$ cat src/rtl/mac_pkg.sv
package mac_pkg;
  typedef enum logic [1:0] {
    ST_IDLE = 2'd0,
    ST_MUL  = 2'd1,
    ST_ACC  = 2'd2,
    ST_DONE = 2'd3
  } mac_state_e;

  typedef enum logic {
    OP_MUL = 1'b0,
    OP_MAC = 1'b1
  } mac_op_e;
endpackage

$ cat src/rtl/mac_ctrl.sv
module mac_ctrl
  import mac_pkg::*;
(
  input  logic clk,
  input  logic rst_n,
  input  logic in_valid,
  input  logic in_op,
  input  logic out_ready,
  input  logic clr_valid,
  output logic in_ready,
  output logic out_valid,
  output logic busy,
  output logic load_ops,
  output logic prod_en,
  output logic acc_en,
  output logic clr_en
);
  mac_state_e state_q, state_d;
  mac_op_e    op_q;

  assign in_ready  = (state_q == ST_IDLE);
  assign load_ops  = in_valid && in_ready;
  assign prod_en   = (state_q == ST_MUL);
  assign acc_en    = (state_q == ST_ACC);
  assign busy      = (state_q == ST_MUL) || (state_q == ST_ACC);
  assign out_valid = (state_q == ST_DONE);
  assign clr_en    = clr_valid && (state_q == ST_IDLE);

  always_comb begin
    state_d = state_q;
    unique case (state_q)
      ST_IDLE: if (load_ops) state_d = ST_MUL;
      ST_MUL:  state_d = (op_q == OP_MAC) ? ST_ACC : ST_DONE;
      ST_ACC:  state_d = ST_DONE;
      ST_DONE: if (out_ready) state_d = ST_IDLE;
      default: state_d = ST_IDLE;
    endcase
  end

  always_ff @(posedge clk or negedge rst_n) begin
    if (!rst_n) begin
      state_q <= ST_IDLE;
      op_q    <= OP_MUL;
    end else begin
      state_q <= state_d;
      if (load_ops) op_q <= mac_op_e'(in_op);
    end
  end

  AST_MUL_LATENCY: assert property (@(posedge clk) disable iff (!rst_n)
    (load_ops && in_op == OP_MUL) |=> !out_valid ##1 out_valid);
  AST_MAC_LATENCY: assert property (@(posedge clk) disable iff (!rst_n)
    (load_ops && in_op == OP_MAC) |=> !out_valid ##1 !out_valid ##1 out_valid);
  AST_SINGLE_ISSUE: assert property (@(posedge clk) disable iff (!rst_n)
    load_ops |=> !in_ready);
endmodule

$ cat src/rtl/mac_mult.sv
module mac_mult #(
  parameter int OP_W = 16,
  localparam int PROD_W = 2 * OP_W
) (
  input  logic              clk,
  input  logic              rst_n,
  input  logic              load,
  input  logic [OP_W-1:0]   a,
  input  logic [OP_W-1:0]   b,
  input  logic              prod_en,
  output logic [PROD_W-1:0] prod
);
  logic signed [OP_W-1:0]   a_q, b_q;
  logic signed [PROD_W-1:0] prod_c;

  assign prod_c = a_q * b_q;

  always_ff @(posedge clk or negedge rst_n) begin
    if (!rst_n) begin
      a_q  <= '0;
      b_q  <= '0;
      prod <= '0;
    end else begin
      if (load) begin
        a_q <= a;
        b_q <= b;
      end
      if (prod_en) prod <= prod_c;
    end
  end
endmodule

$ cat src/rtl/mac_acc.sv
module mac_acc #(
  parameter int PROD_W = 32,
  parameter int ACC_W  = 42,
  localparam int EXT_W = ACC_W - PROD_W
) (
  input  logic              clk,
  input  logic              rst_n,
  input  logic              clr,
  input  logic              add_en,
  input  logic [PROD_W-1:0] prod,
  output logic [ACC_W-1:0]  acc_q
);
  logic [ACC_W-1:0] prod_ext;

  assign prod_ext = {{EXT_W{prod[PROD_W-1]}}, prod};

  always_ff @(posedge clk or negedge rst_n) begin
    if (!rst_n)      acc_q <= '0;
    else if (clr)    acc_q <= '0;
    else if (add_en) acc_q <= acc_q + prod_ext;
  end

  AST_ACC_QUIET: assert property (@(posedge clk) disable iff (!rst_n)
    (!clr && !add_en) |=> $stable(acc_q));
endmodule

$ cat src/rtl/mac_unit.sv
module mac_unit #(
  parameter int OP_W  = 16,
  parameter int ACC_W = 42,
  localparam int PROD_W = 2 * OP_W,
  localparam int HI_W   = ACC_W - PROD_W
) (
  input  logic              clk,
  input  logic              rst_n,
  input  logic              in_valid,
  output logic              in_ready,
  input  logic              in_op,
  input  logic [OP_W-1:0]   in_a,
  input  logic [OP_W-1:0]   in_b,
  output logic              out_valid,
  input  logic              out_ready,
  output logic [PROD_W-1:0] out_data,
  input  logic              rd_req,
  output logic              rd_ack,
  output logic [PROD_W-1:0] acc_hi,
  output logic [PROD_W-1:0] acc_lo,
  input  logic              clr_valid,
  output logic              clr_ready
);
  logic             busy, load_ops, prod_en, acc_en, clr_en;
  logic [ACC_W-1:0] acc_q;

  mac_ctrl u_ctrl (
    .clk      (clk),
    .rst_n    (rst_n),
    .in_valid (in_valid),
    .in_op    (in_op),
    .out_ready(out_ready),
    .clr_valid(clr_valid),
    .in_ready (in_ready),
    .out_valid(out_valid),
    .busy     (busy),
    .load_ops (load_ops),
    .prod_en  (prod_en),
    .acc_en   (acc_en),
    .clr_en   (clr_en)
  );

  mac_mult #(.OP_W(OP_W)) u_mult (
    .clk    (clk),
    .rst_n  (rst_n),
    .load   (load_ops),
    .a      (in_a),
    .b      (in_b),
    .prod_en(prod_en),
    .prod   (out_data)
  );

  mac_acc #(.PROD_W(PROD_W), .ACC_W(ACC_W)) u_acc (
    .clk   (clk),
    .rst_n (rst_n),
    .clr   (clr_en),
    .add_en(acc_en),
    .prod  (out_data),
    .acc_q (acc_q)
  );

  assign clr_ready = in_ready;
  assign rd_ack    = rd_req && !busy;
  assign acc_lo    = acc_q[PROD_W-1:0];
  assign acc_hi    = {{(PROD_W-HI_W){acc_q[ACC_W-1]}}, acc_q[ACC_W-1:PROD_W]};

  AST_OUT_HOLD: assert property (@(posedge clk) disable iff (!rst_n)
    (out_valid && !out_ready) |=> (out_valid && $stable(out_data) && !in_ready));
  AST_CLR_ZERO: assert property (@(posedge clk) disable iff (!rst_n)
    (clr_valid && clr_ready) |=> (acc_hi == '0 && acc_lo == '0));
  AST_RD_STALL: assert property (@(posedge clk) disable iff (!rst_n)
    (rd_req && !rd_ack) |-> (!in_ready && !out_valid));
endmodule

$ cat config.mk
export PLATFORM = sky130hd
export DESIGN_NAME = mac_unit
export DESIGN_NICKNAME = d
export VERILOG_FILES = /design/src/rtl/mac_pkg.sv /design/src/rtl/mac_ctrl.sv /design/src/rtl/mac_mult.sv /design/src/rtl/mac_acc.sv /design/src/rtl/mac_unit.sv
export SDC_FILE = /design/constraint.sdc
export NUM_CORES = 1
export LEC_CHECK = 0
export ABC_AREA = 1
export BUFFER_PORTS_ARGS = -buffer_cell sky130_fd_sc_hd__buf_2
export CAP_MARGIN = 10
export CORE_UTILIZATION = 35
export CTS_CLUSTER_SIZE = 25
export DETAILED_ROUTE_END_ITERATION = 8
export GPL_TIMING_DRIVEN = 0
export SYNTH_ARGS = -nofsm -noshare
export SYNTH_HDL_FRONTEND = slang
export SYNTH_SLANG_ARGS = --single-unit
$ cat constraint.sdc
create_clock -name clk -period 9.5 [get_ports clk]
set_input_delay 0.475 -clock clk [delete_from_list [all_inputs] [get_ports clk]]
set_output_delay 0.475 -clock clk [all_outputs]
set_load 0.01 [all_outputs]
* Word-level counts from Yosys, hierarchy flattened *
Cells that the tools add are included.

word-level totals
  register bits = 109
  logic and storage cells = 27

cells by class
  reduce and logical (&&, ||, !) cells = 8
  mux-type cells = 6
  eq/ne operators = 5
  multiply operators = 1
  $add $sub $neg = 1

operators by type and width
  cell                                                              count
  42-bit 2-to-1 mux                                                 2
  42-bit adder                                                      1
  16-bit by 16-bit multiplier with 32-bit output                    1
  2-bit one-hot mux with 4 select lines                             1
  2-bit == test (second input constant)                             2
  2-bit 2-to-1 mux                                                  2
  1-bit logical AND                                                 3
  2-bit by 1-bit == test with 1-bit output (second input constant)  1
  2-bit logical NOT                                                 1
  2-bit by 1-bit != test with 1-bit output (second input constant)  1
  2-bit != test (second input constant)                             1
  2-bit AND reduction                                               1
  2-bit nonzero test                                                1
  1-bit logical NOT                                                 1
  1-bit logical OR                                                  1
  1-bit 2-to-1 mux                                                  1

* Logic depth before layout (Yosys ltp) *
Gate-level depths: netlist of run 1.

  depth in word-level cells = 4
  gate-level depth with buffers = 28

* Hierarchy *
A second synthesis of run 1 with hierarchy kept.

second synthesis, totals
  cells, all modules = 2,577
  area, all modules = 18,410.2 um2

modules (own cells, without submodules)
  module    cells an instance  sequential area each (um2)  area each (um2)  times used
  mac_mult  1,683              1,601.5                     13,227.7         1
  mac_acc   837                1,051.0                     4,764.6          1
  mac_ctrl  32                 75.1                        235.2            1
  mac_unit  25                 0.0                         182.7            1

* Worst setup path before layout of run 1 *
No wires, ideal clock.

  path type = register to register
  start point = reg u_mult.a_q[15]
  end point = reg u_mult.prod[26]
  library setup time = 0.117 ns
  data required time = 9.383 ns
  setup slack = 3.990 ns
  stages on the path, launching flop included = 23
  arrival = 5.393 ns
  buffers on the path = 2
  cells stage by stage = dfrtp_1 -> clkbuf_1 -> clkbuf_1 -> nand2_1 -> inv_1 -> fa_1 -> fa_1 -> inv_1 -> fa_1 -> fa_1 -> inv_1 -> fa_1 -> fa_1 -> ha_1 -> nand2_1 -> nor2_1 -> inv_1 -> nor3_1 -> nand3_1 -> nand3_1 -> nand2_1 -> nand3_1 -> nand2_1

on the way
  cells in the longest elaborated chain, start to end = 1

RTL lines
  what                                            RTL line        text
  from (decl)                                     mac_mult.sv:13  logic signed [OP_W-1:0] a_q, b_q;
  from (signal assigned)                          mac_mult.sv:20  a_q <= '0;
  from (signal assigned)                          mac_mult.sv:25  a_q <= a;
  16-bit by 16-bit multiplier with 32-bit output  mac_mult.sv:16  assign prod_c = a_q * b_q;
  to (signal assigned)                            mac_mult.sv:28  if (prod_en) prod <= prod_c;
  to (decl)                                       mac_mult.sv:11  output logic [PROD_W-1:0] prod

No other way between the ends.
A chain may end at the register's enable or synchronous reset.

* Worst setup path after layout of run 1 *
  start point = reg u_mult.b_q[5]
  end point = reg u_mult.prod[28]

on the way
  cells in the longest elaborated chain, start to end = 1

RTL lines
  what                                            RTL line        text
  from (decl)                                     mac_mult.sv:13
  from (signal assigned)                          mac_mult.sv:21  b_q <= '0;
  from (signal assigned)                          mac_mult.sv:26  b_q <= b;
  16-bit by 16-bit multiplier with 32-bit output  mac_mult.sv:16

No other way between the ends.

==> flow_summary.json, run 1 <==
{
  "finalSetupViolations": 0,
  "top_layer": "met4",
  "synth_nets": 3027,
  "grt_use_total": 0.209,
  "cts_hold_buf": 1,
  "r2r_slack_ps": 2710,
  "nNetsFinal": 3178,
  "avgViaCountPerCell": 4.69,
  "hold_end": "u_mult.a_q[12]",
  "dr_wl_met2_um": 24600,
  "fin_util": 0.394,
  "clock_skew_ps": 14.8,
  "synth_flop_cell": "dfrtp_1",
  "die_x_um": 232,
  "grt_max_degree": 75,
  "cts_setup_buffers": 0,
  "min-delay-start": "in_a[12]",
  "synth-edff-count": 0,
  "regToRegEndpoint": "u_mult.prod[28]",
  "start_kind": "register",
  "fmax_ghz": 0.147,
  "maxSlewHeadroom": 0.399,
  "worstPathRequired_ps": 9790,
  "dieArea_mm2": 0.0538,
  "postSynthAreaPerCell_um2": 7.13,
  "dr.pass1.iters": 5,
  "met3WireLength_um": 2960,
  "hpwl_um": 45700,
  "period_needed_ps": 6790,
  "clockBufferDepth": 2,
  "yosysTopAreaCell": "fa_1",
  "timing.rr.start": "u_mult.b_q[5]",
  "synth_area_mm2": 0.0185,
  "slew_viol_final": 0,
  "cts_buffers": 9,
  "root_buffer": "clkbuf_16",
  "std_cell_rows": 83,
  "fin_crit_sh": 0.714,
  "path_clk_slew_ps": 90,
  "antenna_left": 0,
  "initial_core_util": 0.357,
  "io_pins": 139,
  "synthTopCellsByArea": "fa_1 (28%), nand2_1 (17%), dfrtp_1 (15%), inv_1 (13%), ha_1 (8.6%)",
  "yosysWarnings": 0,
  "yosysMostFrequentCell": "nand2_1",
  "antenna_cells": 0,
  "grt_pass1_wl_um": 86500,
  "cp-end-kind": "register",
  "status": "finished, final reports clean",
  "dpl_worst_slack_ps": 2770,
  "wirelength_met1_um": 24900,
  "rsz0062_at_grt": "no",
  "htree_levels": 3,
  "netlist_top_cells_count": "nand2_1 (853), inv_1 (645), fa_1 (263)",
  "hold_viol_final": 0,
  "clk_latency_ps": 400,
  "n_fill_cell": 5534,
  "drive_above_1_share": 0.0984,
  "synth.ff_latch_count": 109,
  "grt_pass1_vias": 15848,
  "worstHoldPathCells": 2,
  "finalWorstSetupSlack_ps": 2710,
  "avgRoutedWirePerCell_um": 15.6,
  "min_path_type": "primary input to register",
  "globalplace.congestion": 0.982,
  "io_buffers": 138,
  "cts_tree": "done",
  "antenna_found_initial": 0,
  "drc": 0,
  "tightest_slew_ps": 901,
  "async_flop_share": 1.00,
  "r2r_cells": 22,
  "maxCapViolations": 0,
  "post-route-cell-area_mm2": 0.0204,
  "synth.distinct_cells": 41,
  "path_max_fanout": 10,
  "yosysSeqAreaShare": 0.147,
  "fin_tns_setup_ps": 0,
  "post_cts_resized": 0,
  "die_h_um": 232,
  "syn_inst": 2598,
  "cts_sinks": 109,
  "vias": 16101,
  "synth_top_area_frac": 0.284,
  "core_area_mm2": 0.0518,
  "crit_type": "register to register",
  "grt-ovfl-total": 0,
  "critPathArrivalTime_ps": 7080,
  "drt_iter0_drc": 1200,
  "drt_wl_total_um": 53700,
  "synthToLayoutAreaGrowth_pct": 10.3,
  "place_area_mm2": 0.0201
}
==> routing by layer <==
metal / vias to the layer above / track usage
li1: 7871 / -
met4: 0 / 0.0623
met5: - / 0
met1: 7730 / 0.297
met3: 62 / 0.0185
met2: 438 / 0.338
==> registers in the layout, indices dropped and copies added (netlist names) <==
register	cells
u_ctrl.op_q	1
u_mult.a_q	16
u_acc.acc_q	42
u_mult.prod	32
u_mult.b_q	16
u_ctrl.state_q	2
==> cells in the final DEF (no fill, tap or decap), types with 3 or more instances in the layout <==
| master | count |
|---|---|
| nand2_1 | 853 |
| inv_1 | 645 |
| fa_1 | 263 |
| buf_2 | 145 |
| nor2_1 | 133 |
| ha_1 | 127 |
| dfrtp_1 | 109 |
| nand3_1 | 93 |
| clkbuf_1 | 72 |
| a21oi_1 | 55 |
| o21ai_0 | 42 |
| mux2_2 | 32 |
| buf_4 | 24 |
| nand4_1 | 21 |
| nor2_2 | 18 |
| xnor2_1 | 11 |
| nand3b_1 | 10 |
| clkbuf_16 | 9 |
| nand2_2 | 8 |
| nand3_2 | 8 |
| o21ai_1 | 8 |
| o21bai_1 | 8 |
| xor2_1 | 7 |
| or2_2 | 6 |
| a21oi_2 | 6 |
| nor3_1 | 6 |
| or2_1 | 4 |
| clkinv_1 | 3 |
==> worst max-delay path: stages (launching register included) <==
cell      delay (ps)
dfrtp_1          330
clkbuf_1         490
clkbuf_1         630
nand2_1          230
fa_1             550
inv_1             70
fa_1             690
inv_1            190
fa_1             510
fa_1             570
fa_1             430
fa_1             490
inv_1             40
ha_1             400
nand2_1          130
nor2_1           220
nand2_1          150
nor3_1           160
nand2_1          140
nand3_1           90
nand2_1           50
nand3_1           90
nand2_1           50
==> worst max-delay path by stage <==
stage | slack [ps] | depth (start not counted) | endpoint | from
global placement | 2750 | 22 | u_mult.prod[28] | u_mult.b_q[5]
detailed placement | 2770 | 22 | u_mult.prod[31] | u_mult.b_q[5]
global route | 2380 | 23 | u_mult.prod[30] | u_mult.b_q[5]
finish | 2710 | 22 | u_mult.prod[28] | u_mult.b_q[5]
CTS | 2750 | 22 | u_mult.prod[31] | u_mult.b_q[5]
floorplan | 3990 | 22 | u_mult.prod[26] | u_mult.a_q[15]
==> stage by stage <==
step / instances / hold WS [ps]
floorplan: 2598 / 179
CTS: 3434 / 297
global route: 3434 / 313
detailed placement: 3417 / 404
global placement: 3416 / 492
finish: 3434 / 305
==> layout make-up <==
class | count | area [um^2] | area share
Buffer | 104 | 490 | 0.0240
Clock buffer | 9 | 225 | 0.0110
Clock inverter | 7 | 93.8 | 0.00459
Inverter | 648 | 2430 | 0.119
Multi-Input combinational cell | 1737 | 12900 | 0.630
Sequential cell | 109 | 2730 | 0.134
Tap cell | 680 | 851 | 0.0417
Timing Repair Buffer | 140 | 734 | 0.0360
==> cell families after synthesis <==
group           after synthesis  synth area share
simple gates               1165             0.257
buf+inv                     752             0.158
fa+ha+maj                   390             0.370
compound gates              132            0.0401
flops                       109             0.147
mux                          32            0.0195
xor+xnor                     18           0.00851
Power of run 1 is not shown: default switching activity piles up to over one toggle a cycle in this logic, so the estimate is an artifact.
==> run 2: changes to the inputs <==
clock period = 6.4 ns   (was 9.5 ns; I/O delays follow)
==> flow_summary.json, run 2 (synthesized netlist as in run 1, its figures left out) <==
{
  "status": "finished, final reports clean",
  "die_x_um": 232,
  "io_buffers": 138,
  "globalplace.congestion": 0.982,
  "r2r_cells": 22,
  "core_area_mm2": 0.0518,
  "vias": 15988,
  "avgViaCountPerCell": 4.68,
  "grt_max_degree": 75,
  "finalWorstSetupSlack_ps": 268,
  "finalSetupViolations": 0,
  "dieArea_mm2": 0.0538,
  "die_h_um": 232,
  "initial_core_util": 0.357,
  "synthToLayoutAreaGrowth_pct": 10.1,
  "tightest_slew_ps": 893,
  "cp_num_buf_inv": 6,
  "grt-ovfl-total": 0,
  "std_cell_rows": 83,
  "place_area_mm2": 0.0201,
  "dr.pass1.iters": 7,
  "regToRegEndpoint": "u_mult.prod[27]",
  "crit_path_top_delay_cell": "fa_1",
  "rsz0062_at_grt": "yes",
  "antenna_cells": 0,
  "antenna_found_initial": 0,
  "drt_iter0_drc": 1117,
  "htree_levels": 3,
  "timing.rr.start": "u_mult.b_q[9]",
  "cp-end-kind": "register",
  "slew_viol_final": 0,
  "cts_tree": "done",
  "grt_pass1_vias": 15844,
  "drt_wl_total_um": 53500,
  "drc": 0,
  "min-delay-start": "in_a[12]",
  "grt_use_total": 0.209,
  "cts_buffers": 9,
  "r2r_slack_ps": 270,
  "critPathMaxStageDelay_ps": 610,
  "final_cell_mix": "nand2_1 (853), inv_1 (645), fa_1 (262)",
  "root_buffer": "clkbuf_16",
  "regArea_mm2": 0.00273,
  "grt_pass1_wl_um": 86400,
  "avgRoutedWirePerCell_um": 15.6,
  "dpl_worst_slack_ps": -329,
  "hold_viol_final": 0,
  "antenna_left": 0,
  "crit_type": "register to register",
  "mostFrequentLayoutCell": "nand2_1",
  "nNetsFinal": 3160,
  "largest_reg_flops": 42,
  "cts_sinks": 109,
  "start_kind": "register",
  "path_max_fanout": 10,
  "multi_input_area_mm2": 0.0129,
  "hpwl_um": 45700,
  "largest_registers": "u_acc.acc_q x42, u_mult.prod x32",
  "io_pins": 139,
  "clockBufferDepth": 2,
  "critPathTopFamily": "adder cells",
  "cts_setup_buffers": 0,
  "maxSlewHeadroom": 0.405,
  "n_fill_cell": 5538,
  "critPathArrivalTime_ps": 6420,
  "period_needed_ps": 6130,
  "worstHoldPathCells": 2,
  "worstPathRequired_ps": 6690,
  "hold_end": "u_mult.a_q[12]",
  "min_path_type": "primary input to register",
  "crit_chain": "clkbuf_1 > clkbuf_2 > nand2_1 > fa_1 > inv_1 > fa_1 > fa_1 > fa_1 > fa_1 > inv_1 > fa_1 > inv_1 > ha_1 > nand2_1 > inv_1 > nand3_1 > nor3_1 > nand3_1 > nand3_1 > nand2_1 > nand3_1 > nand2_1",
  "drive_above_1_share": 0.110,
  "clk_latency_ps": 400,
  "clock_skew_ps": 15.3,
  "post-route-cell-area_mm2": 0.0204,
  "path_clk_slew_ps": 90,
  "fin_crit_sh": 0.958,
  "largest-register": "u_acc.acc_q",
  "cpMostUsedCell": "fa_1",
  "maxCapViolations": 0,
  "fmax_ghz": 0.163
}
## run 2: cell types whose count changed in the layout (fill, tap and decap cells not counted)
cell	change
dfrtp_1	-2
fa_1	-1
fa_2	+1
clkbuf_1	-44
clkbuf_2	+26
dfrtp_2	+2
## run 2: cell type report
cell class,instances,share of cell area
Buffer,86,0.0223
Clock buffer,9,0.0110
Clock inverter,7,0.00460
Inverter,648,0.119
Multi-Input combinational cell,1737,0.631
Sequential cell,109,0.134
Tap cell,680,0.0417
Timing Repair Buffer,140,0.0360
## run 2: metrics by stage
stage | instances | util | hold WS (ps) | setup TNS (ps)
detailed placement | 3417 | 0.388 | 249 | -2060
global route | 3416 | 0.394 | 158 | -34.9
finish | 3416 | 0.394 | 152 | 0
CTS | 3430 | 0.394 | 142 | 0
global placement | 3416 | 0.387 | 492 | -2020
floorplan | 2598 | - | 24.4 | 0
## run 2: what timing repair did
action / 4_1_cts / 5_1_grt
resized for setup: 4 / 47
hold buffers: 1 / 0
hold endpoints to repair: 35 / 0
endpoints found under the setup margin: 9 / 19
## run 2: per-layer routing
metal  wire length [um]  GRT usage  vias up
met5                  0          0        -
met1              24500      0.297     7660
met3               3260     0.0185       60
met4               1320     0.0619        0
met2              24400      0.338      436
li1                   -          -     7832
## run 2: worst max-delay path by stage
stage              startpoint              end  slack (ps)  cells past startpoint
4_1_cts         u_mult.a_q[6]  u_mult.prod[31]          10                     24
2_1_floorplan  u_mult.a_q[15]  u_mult.prod[26]         890                     22
6_report        u_mult.b_q[9]  u_mult.prod[27]         270                     22
5_1_grt         u_mult.b_q[9]  u_mult.prod[27]         -30                     22
3_3_place_gp    u_mult.b_q[5]  u_mult.prod[28]        -350                     22
3_5_place_dp    u_mult.b_q[5]  u_mult.prod[31]        -330                     22
Power of run 2 is left out for the same reason.
